`config.mk`:
```
export PLATFORM = sky130hd
export DESIGN_NAME = msgirq_ctrl
export DESIGN_NICKNAME = d
export VERILOG_FILES = /design/src/rtl/msgirq_pkg.sv /design/src/rtl/msgirq_srcmap.sv /design/src/rtl/msgirq_regs.sv /design/src/rtl/msgirq_sender.sv /design/src/rtl/msgirq_ctrl.sv
export SDC_FILE = /design/constraint.sdc
export NUM_CORES = 1
export LEC_CHECK = 0
export BUFFER_PORTS_ARGS = -buffer_cell sky130_fd_sc_hd__buf_2
export CAP_MARGIN = 30
export CORE_MARGIN = 2
export CORE_UTILIZATION = 60
export DETAILED_ROUTE_END_ITERATION = 6
export PLACE_DENSITY = 0.91
export SYNTH_ARGS = -nofsm -noshare
export SYNTH_HDL_FRONTEND = slang
export SYNTH_SLANG_ARGS = --single-unit
export TNS_END_PERCENT = 50
```
`constraint.sdc`:
```
create_clock -name clk -period 4.55 [get_ports clk]
set_clock_uncertainty 0.15 [all_clocks]
set_input_delay 0.455 -clock clk [delete_from_list [all_inputs] [get_ports clk]]
set_output_delay 0.455 -clock clk [all_outputs]
set_load 0.01 [all_outputs]
```
`src/rtl/msgirq_pkg.sv`:
```
package msgirq_pkg;
  localparam int NSRC       = 8;
  localparam int REQ_LSB    = 14;
  localparam int SENT_BIT   = 23;
  localparam int TMO_FLAG   = 13;
  localparam int TMO_EN     = 12;
  localparam int SRST_BIT   = 8;
  localparam int SCR_W      = 8;

  typedef enum logic [1:0] {
    W_CTRL  = 2'd0,
    W_STAT  = 2'd1,
    W_TADDR = 2'd2,
    W_PLOAD = 2'd3
  } reg_word_e;

  typedef enum logic {
    SND_IDLE = 1'b0,
    SND_WAIT = 1'b1
  } snd_state_e;

  // control bit that enables source i
  function automatic int en_pos(input int i);
    return (i < 2) ? (10 + i) : (22 + i);
  endfunction

  function automatic logic [31:0] ctrl_wmask();
    logic [31:0] m;
    m = '0;
    for (int i = 0; i < NSRC; i++) m[en_pos(i)] = 1'b1;
    m[TMO_EN] = 1'b1;
    for (int i = 0; i < SCR_W; i++) m[i] = 1'b1;
    return m;
  endfunction
endpackage

```
`src/rtl/msgirq_srcmap.sv`:
```
module msgirq_srcmap
  import msgirq_pkg::*;
#(
  parameter int N = NSRC
) (
  input  logic [31:0]  ctrl,
  input  logic [N-1:0] req,
  output logic [N-1:0] en_vec,
  output logic [N-1:0] masked
);
  for (genvar i = 0; i < N; i++) begin : g_src
    localparam int EP = en_pos(i);
    assign en_vec[i] = ctrl[EP];
    assign masked[i] = req[i] & ctrl[EP];
  end
endmodule

```
`src/rtl/msgirq_regs.sv`:
```
module msgirq_regs
  import msgirq_pkg::*;
#(
  parameter int REG_AW = 2,
  parameter int N      = NSRC
) (
  input  logic              clk,
  input  logic              rst,
  input  logic              wr_en,
  input  logic              rd_en,
  input  logic [REG_AW-1:0] addr,
  input  logic [31:0]       wdata,
  output logic [31:0]       rdata,
  output logic              rd_valid,
  input  logic [N-1:0]      evt,
  input  logic [N-1:0]      masked,
  input  logic              msg_acked,
  input  logic              tmo_hit,
  output logic [31:0]       ctrl_q,
  output logic [N-1:0]      req_q,
  output logic              sent_q,
  output logic              tmo_flag_q,
  output logic              tmo_en,
  output logic              soft_rst,
  output logic [31:0]       tgt_addr,
  output logic [31:0]       payload
);
  localparam logic [31:0] WMASK = ctrl_wmask();

  logic          hit_ctrl, hit_stat, hit_taddr, hit_pload;
  logic [N-1:0]  w1c;
  logic [31:0]   ctrl_view, stat_view;

  assign hit_ctrl  = wr_en && (addr == REG_AW'(W_CTRL));
  assign hit_stat  = wr_en && (addr == REG_AW'(W_STAT));
  assign hit_taddr = wr_en && (addr == REG_AW'(W_TADDR));
  assign hit_pload = wr_en && (addr == REG_AW'(W_PLOAD));
  assign soft_rst  = hit_ctrl && wdata[SRST_BIT];
  assign w1c       = hit_stat ? wdata[REQ_LSB +: N] : '0;
  assign tmo_en    = ctrl_q[TMO_EN];

  always_ff @(posedge clk) begin
    if (rst) begin
      ctrl_q   <= '0;
      tgt_addr <= '0;
      payload  <= '0;
    end else begin
      if (hit_ctrl)  ctrl_q   <= wdata & WMASK;
      if (hit_taddr) tgt_addr <= wdata;
      if (hit_pload) payload  <= wdata;
    end
  end

  // event set takes priority over write-1-to-clear
  always_ff @(posedge clk) begin
    if (rst || soft_rst) req_q <= '0;
    else                 req_q <= (req_q & ~w1c) | evt;
  end

  always_ff @(posedge clk) begin
    if (rst || soft_rst)  sent_q <= 1'b0;
    else if (msg_acked)   sent_q <= 1'b1;
    else if (masked == '0) sent_q <= 1'b0;
  end

  always_ff @(posedge clk) begin
    if (rst || soft_rst) tmo_flag_q <= 1'b0;
    else if (tmo_hit)    tmo_flag_q <= 1'b1;
  end

  always_comb begin
    ctrl_view           = ctrl_q & WMASK;
    ctrl_view[TMO_FLAG] = tmo_flag_q;
    stat_view                = '0;
    stat_view[REQ_LSB +: N]  = req_q;
    stat_view[SENT_BIT]      = sent_q;
  end

  always_ff @(posedge clk) begin
    if (rst) begin
      rdata    <= '0;
      rd_valid <= 1'b0;
    end else begin
      rd_valid <= rd_en;
      if (rd_en) begin
        case (addr)
          REG_AW'(W_CTRL):  rdata <= ctrl_view;
          REG_AW'(W_STAT):  rdata <= stat_view;
          REG_AW'(W_TADDR): rdata <= tgt_addr;
          REG_AW'(W_PLOAD): rdata <= payload;
          default:          rdata <= '0;
        endcase
      end
    end
  end

  AST_TIMEOUT_STICKY: assert property (@(posedge clk) disable iff (rst)
    tmo_flag_q && !soft_rst |=> tmo_flag_q);
  AST_SENT_NEEDS_ACK: assert property (@(posedge clk) disable iff (rst)
    $rose(sent_q) |-> $past(msg_acked));
  AST_SOFT_RST_CLEARS: assert property (@(posedge clk) disable iff (rst)
    soft_rst |=> (req_q == '0) && !sent_q && !tmo_flag_q);
endmodule

```
`src/rtl/msgirq_sender.sv`:
```
module msgirq_sender
  import msgirq_pkg::*;
#(
  parameter int TMO_LIMIT = 16
) (
  input  logic        clk,
  input  logic        rst,
  input  logic        fire,
  input  logic [31:0] tgt_addr,
  input  logic [31:0] payload,
  input  logic        tmo_en,
  input  logic        soft_rst,
  input  logic        mw_ack,
  output logic        mw_valid,
  output logic [31:0] mw_addr,
  output logic [31:0] mw_data,
  output logic        msg_acked,
  output logic        tmo_hit
);
  localparam int CNT_W = $clog2(TMO_LIMIT + 1);

  snd_state_e       state;
  logic [CNT_W-1:0] wait_cnt;

  assign mw_valid  = (state == SND_WAIT);
  assign msg_acked = mw_valid && mw_ack;
  assign tmo_hit   = mw_valid && !mw_ack && tmo_en &&
                     (wait_cnt == CNT_W'(TMO_LIMIT - 1));

  always_ff @(posedge clk) begin
    if (rst || soft_rst) begin
      state    <= SND_IDLE;
      wait_cnt <= '0;
      mw_addr  <= '0;
      mw_data  <= '0;
    end else begin
      case (state)
        SND_IDLE: begin
          wait_cnt <= '0;
          if (fire) begin
            state   <= SND_WAIT;
            mw_addr <= tgt_addr;
            mw_data <= payload;
          end
        end
        SND_WAIT: begin
          if (mw_ack || tmo_hit) begin
            state    <= SND_IDLE;
            wait_cnt <= '0;
          end else if (tmo_en) begin
            wait_cnt <= wait_cnt + 1'b1;
          end
        end
        default: state <= SND_IDLE;
      endcase
    end
  end

  AST_HOLD_UNTIL_ACK: assert property (@(posedge clk) disable iff (rst)
    mw_valid && !mw_ack && !soft_rst && !tmo_hit |=>
      mw_valid && $stable(mw_addr) && $stable(mw_data));
  AST_DROP_AFTER_ACK: assert property (@(posedge clk) disable iff (rst)
    mw_valid && mw_ack |=> !mw_valid);
  AST_TIMEOUT_DROPS: assert property (@(posedge clk) disable iff (rst)
    tmo_hit |=> !mw_valid);
endmodule

```
`src/rtl/msgirq_ctrl.sv`:
```
module msgirq_ctrl
  import msgirq_pkg::*;
#(
  parameter int REG_AW    = 2,
  parameter int TMO_LIMIT = 16
) (
  input  logic              clk,
  input  logic              rst,
  input  logic              reg_wr_en,
  input  logic              reg_rd_en,
  input  logic [REG_AW-1:0] reg_addr,
  input  logic [31:0]       reg_wdata,
  output logic [31:0]       reg_rdata,
  output logic              reg_rd_valid,
  input  logic [NSRC-1:0]   evt_req,
  output logic              mw_valid,
  output logic [31:0]       mw_addr,
  output logic [31:0]       mw_data,
  input  logic              mw_ack
);
  logic [31:0]     ctrl_q, tgt_addr, payload;
  logic [NSRC-1:0] req_q, en_vec, masked;
  logic            sent_q, tmo_flag_q, tmo_en, soft_rst;
  logic            msg_acked, tmo_hit, fire;

  msgirq_regs #(.REG_AW(REG_AW), .N(NSRC)) u_regs (
    .clk(clk), .rst(rst),
    .wr_en(reg_wr_en), .rd_en(reg_rd_en), .addr(reg_addr), .wdata(reg_wdata),
    .rdata(reg_rdata), .rd_valid(reg_rd_valid),
    .evt(evt_req), .masked(masked), .msg_acked(msg_acked), .tmo_hit(tmo_hit),
    .ctrl_q(ctrl_q), .req_q(req_q), .sent_q(sent_q), .tmo_flag_q(tmo_flag_q),
    .tmo_en(tmo_en), .soft_rst(soft_rst), .tgt_addr(tgt_addr), .payload(payload)
  );

  msgirq_srcmap #(.N(NSRC)) u_map (
    .ctrl(ctrl_q), .req(req_q), .en_vec(en_vec), .masked(masked)
  );

  assign fire = (|masked) && !sent_q && !tmo_flag_q;

  msgirq_sender #(.TMO_LIMIT(TMO_LIMIT)) u_snd (
    .clk(clk), .rst(rst), .fire(fire), .tgt_addr(tgt_addr), .payload(payload),
    .tmo_en(tmo_en), .soft_rst(soft_rst), .mw_ack(mw_ack),
    .mw_valid(mw_valid), .mw_addr(mw_addr), .mw_data(mw_data),
    .msg_acked(msg_acked), .tmo_hit(tmo_hit)
  );

  AST_NO_ISSUE_WHILE_SENT: assert property (@(posedge clk) disable iff (rst)
    $rose(mw_valid) |-> !$past(sent_q));
  AST_NO_ISSUE_AFTER_TMO: assert property (@(posedge clk) disable iff (rst)
    $rose(mw_valid) |-> !$past(tmo_flag_q));
  AST_ISSUE_NEEDS_ENABLED: assert property (@(posedge clk) disable iff (rst)
    $rose(mw_valid) |-> $past((req_q & en_vec) != '0));
endmodule

```
[Word level (Yosys, flattened, before mapping)]
Index checks and enable logic that the tools add are counted.
Widths: inputs -> output; s select.
Operators by class
  add/sub/neg operators: 1
  eq/ne operators: 5
  multiplexer cells: 10
  bitwise logic cells: 12
  reductions and logical operators: 21
Operators with widths (number)
  $pmux 32 s4: 1
  $logic_and 1x1->1: 11
  $mux 5: 2
  $pmux 5 s2: 1
  $and 1x1->1: 8
  $and 8x8->8: 1
  $logic_not 8->1: 1
  $mux 8: 1
  $not 8->8: 1
  $or 8x8->8: 1
  $reduce_or 8->1: 1
  $add 5x1->5 const B: 1
  $eq 5x4->1 const B: 1
  $eq 2x2->1 const B: 2
  $mux 1: 4
  $logic_not 1->1: 3
  $ne 3x3->1 const B: 1
  $eq 2x1->1 const B: 1
  $logic_not 2->1: 1
  $logic_or 1x1->1: 2
  $pmux 1 s2: 1
  $reduce_and 2->1: 1
  $reduce_bool 2->1: 1
  $not 1->1: 1
Storage, ports and cells
  flip-flop bits (word level): 194
  bits of input ports: 47
  word-level logic and storage cells: 61

[Longest topological paths before layout]
  word-level depth: 7
  gate-level depth with buffers: 7
  gate-level depth less buffers: 6

[Hierarchy]
From an unflattened synthesis, not the netlist that was laid out.
Unflattened totals
  cells, all modules: 966
  area, all modules: 8257.9 um^2
By module, submodules not included
  msgirq_regs: times used 1, cells an instance 631, area an instance 5412.7 um^2
  msgirq_sender: times used 1, cells an instance 316, area an instance 2715.1 um^2
  msgirq_srcmap: times used 1, cells an instance 16, area an instance 110.1 um^2
  msgirq_ctrl: times used 1, cells an instance 3, area an instance 20.0 um^2

[Worst setup path after synthesis]
No wires, ideal clock.
  kind: register to register
  start point: register u_snd.wait_cnt[0]
  end point: register u_snd.wait_cnt[3]
  library setup time: 0.118 ns
  data arrival time: 1.353 ns
  setup slack: 2.929 ns
  cell stages (with the launch flop): 8
  path buffers: 1
  path through: dfxtp_1 ha_1 and3_1 ha_1 clkbuf_1 o21ai_0 a22oi_1 nor2_1
On the way
  longest elaborated chain between the ends: 5
  elaborated cells on any way between the ends: 8
Ends and longest elaborated chain
  start: declaration: RTL line msgirq_sender.sv:23  | logic [CNT_W-1:0] wait_cnt;
  start signal: assignment: RTL line msgirq_sender.sv:51  | wait_cnt <= wait_cnt + 1'b1;
  branches (longest 5 deep; another with $add 5x1->5)
Several ways; the timed one is not identified. The select of a mux whose other input is x is not followed.
A chain may end at the register's enable or synchronous reset.

[Worst setup path in the final report]
  start point: input reg_addr[0]
  end point: register u_regs.tgt_addr[8]
On the way
  longest elaborated chain between the ends: 2
Ends and longest elaborated chain
  start: declaration: RTL line msgirq_ctrl.sv:11  | input logic [REG_AW-1:0] reg_addr,
  $eq 2x2->1: RTL line msgirq_regs.sv:36  | assign hit_taddr = wr_en && (addr == REG_AW'(W_TADDR));
  $logic_and 1x1->1: RTL line msgirq_regs.sv:36
  end signal: assignment: RTL line msgirq_regs.sv:49  | if (hit_taddr) tgt_addr <= wdata;
  end: declaration: RTL line msgirq_regs.sv:25  | output logic [31:0] tgt_addr,
No other way between the ends.

==> out/results.ini <==
[route]
ant_nets=0
drt-initial-drc-count=840
wl_per_cell_microns=18.20
viasPerCell=6.080
first_pass_iters=6
postRouteWirelength_mm=21.80
vias=7284
drcViolationCount=0

[placed_design]
hpwl_mm=14.09
gp_congestion=0.8572
placedCellCount=1168
io_buffers=144

[floorplanning]
chipWidth_microns=121.2
num_rows=42
io_pins=145
die_area_sq_um=14690
initial_core_util_pct=61.76
die_h_microns=121.2
core_sq_um=13350

[clocking]
clock_path_buffers=2
cts_resized=0
cts_max_level=4
cts_tree=done
cts_sinks=194
insertion_delay_ps=430
root_buffer=clkbuf_16
cts_made_buffers=17
cts_hold_buf=0
post_cts_buffers=0
clk_pin_slew_worst_paths_ps=70

[critical_path]
max_stage_delay_ps=720
critPathMaxFanout=39
critPathKind=input port to register
end_kind=register
cp_top_family=buffers and inverters
rr_endpoint=u_snd.mw_addr[3]
regToRegSetupSlack_ps=2500
arrival_ps=2490
r2r_start=u_regs.req_q[0]
cpMaxStageDelayCell=buf_2
cp.required_ps=4750
setup.worst_path.start_class=input port
path_buf_inv=2
r2r_cells=5
crit_chain=buf_2 > or2_1 > buf_4 > nand2_1 > a21oi_1

[sta]
setup_viol_count_final=0
fin_hold_ws_ps=94.54
post-route-min-period_ps=2286
worst_slew_pin_slew_ps=973.3
period_share_pct=50.25
drv_slew=0
fin_setup_tns_ps=0
hold_viol_final=0
slew_headroom_pct=35.12
fmax_mhz=437.4
rsz0062_at_grt=false

[synthesis]
syn_inst=920
ys_ff_latch=194
synthXorXnorAreaFrac_pct=0
synth_compound_area_share_pct=25.13
netlist.area_leader.share_pct=47.11
synth_simple_gate_area_share_pct=16.16
synth_edf_count=0
synth_fa_ha_area_share_pct=0.3035
netlist_area_sq_um=8244
synth.distinct_cells=37
ys_warn_count=0
synth.avg_cell_area_sq_um=8.961
muxShareOfSynthArea_pct=4.614
ys.flop_type=dfxtp_1
ys_top_cells_by_area=dfxtp_1 (47%), nand2_1 (8.0%), a21oi_2 (6.4%), o21ai_2 (6.4%), a21oi_1 (6.1%)
yosysTopAreaCell=dfxtp_1
synth_top_family_by_area=compound AO/OA/AOI/OAI gates
synthArstFlopShare_pct=0
ys_seq_area_share_pct=47.11
syn_nets=969

[global_routing]
grt_first_pass_wirelength_mm=34.31
grt_util_all_layers_pct=29.83
gr-total-overflow=0
grt_antenna_before_repair=1
grt_pass1_vias=6796
grt_start_max_net_pins=81

[hold_path]
holdPathEnd=u_regs.req_q[5]
hp-start=evt_req[5]
min_path_type=input port to register
whs_path_depth=3

[power]
p_leak_nw=3.435
peakVddDrop_mv=0.3027
power_mw=3.511
p_per_area_nw_per_um2=375.0

[finish]
finalNetCount=1060
drive_gt1_share_pct=33.99
instances_no_fill=1198
area_growth_pct=13.58
n_fill_cell=1010

[run_status]
status=finished clean

[flow_run]
maxCapViolCount=0

## tightest hold or removal path, stage by stage
cell and delay [ps]:
buf_2 80, a21oi_1 30, nor2_1 70
## metrics by stage
stage	utilization (%)	worst slack, ps	area, sq um
floorplan	-	2929	8244
global placement	65.59	1983	8755
detailed placement	66.15	1908	8830
CTS	70.14	2321	9361
global route	70.14	2106	9361
finish	70.15	2264	9364
## state kept, by name (all words and copies together), names as in the netlist, 5 cells and up
name / flops
u_snd.wait_cnt: 5
u_snd.mw_data: 32
u_regs.tgt_addr: 32
u_snd.mw_addr: 32
u_regs.ctrl_q: 17
u_regs.rdata: 32
u_regs.payload: 32
u_regs.req_q: 8
## layout by cell type (no fill, tap or decap), types with 4 or more instances in the layout
| cell type | synthesis | routed |
|---|---|---|
| a22oi_2 | 4 | 4 |
| buf_2 | 41 | 143 |
| a21oi_1 | 101 | 101 |
| nand3_1 | 70 | 70 |
| nand2_1 | 175 | 175 |
| buf_4 | 1 | 13 |
| a21oi_2 | 60 | 60 |
| o21ai_0 | 6 | 6 |
| clkbuf_8 | 0 | 5 |
| nor2_1 | 44 | 43 |
| dfxtp_1 | 194 | 194 |
| a22oi_1 | 29 | 29 |
| clkbuf_16 | 0 | 17 |
| o21ai_2 | 60 | 60 |
| nand2b_1 | 7 | 7 |
| a211oi_1 | 27 | 27 |
| mux2_2 | 32 | 32 |
## power breakdown
part | internal (mW) | leakage [nW] | switching [mW]
Clock | 0.762 | 0.261 | 0.611
Combinational | 0.105 | 1.60 | 0.247
Sequential | 1.75 | 1.58 | 0.0392
Total | 2.61 | 3.44 | 0.896
## worst max-delay path by stage
stage                                  from                 end  cells past startpoint
after floorplan           u_snd.wait_cnt[0]   u_snd.wait_cnt[3]                      7
after global placement          reg_addr[0]    u_regs.rdata[21]                      4
after detailed placement        reg_addr[0]    u_regs.rdata[18]                      4
after CTS                       reg_addr[0]  u_regs.payload[27]                      5
after global routing            reg_addr[0]    u_regs.rdata[18]                      4
final                           reg_addr[0]  u_regs.tgt_addr[8]                      5
## cell families (layout without fill, tap and decap cells)
family / Yosys count / after routing
DFF: 194 / 194
buffers and inverters: 88 / 189
and+or+nand+nor: 313 / 313
AOI/OAI and AO/OA: 289 / 289
muxes: 34 / 34
adders and majority gates: 2 / 2
other: 0 / 1
## per-layer routing
metal  vias to the layer above  wire [microns]  GRT usage [%]
li1                       3387               -              -
met1                      3423            8766          39.16
met2                       400           10220          46.80
met3                        74            2117          6.908
met4                         0             700          13.58
met5                         -               0              0
## Yosys cell counts, drive strengths merged (2+ instances only)
cell type and number:
a211oi 27, a21oi 161, a22oi 33, and3 3, buf 58, clkbuf 29, dfxtp 194, ha 2
mux2 32, mux2i 2, nand2 175, nand2b 7, nand3 70, nor2 45, nor2b 3, o21ai 66
## layout make-up
cell class	count	area [sq um]	area share (%)
well taps	176	220.2	2.352
multi-input cells	638	3834	40.94
repair buffers	159	888.4	9.487
flip-flops and latches	194	3884	41.48
clock inverters	4	26.28	0.2806
inverters	1	3.754	0.04009
diodes	1	2.502	0.02672
clock buffers	25	505.5	5.398
Note: power is estimated with default switching activity, not from simulation.
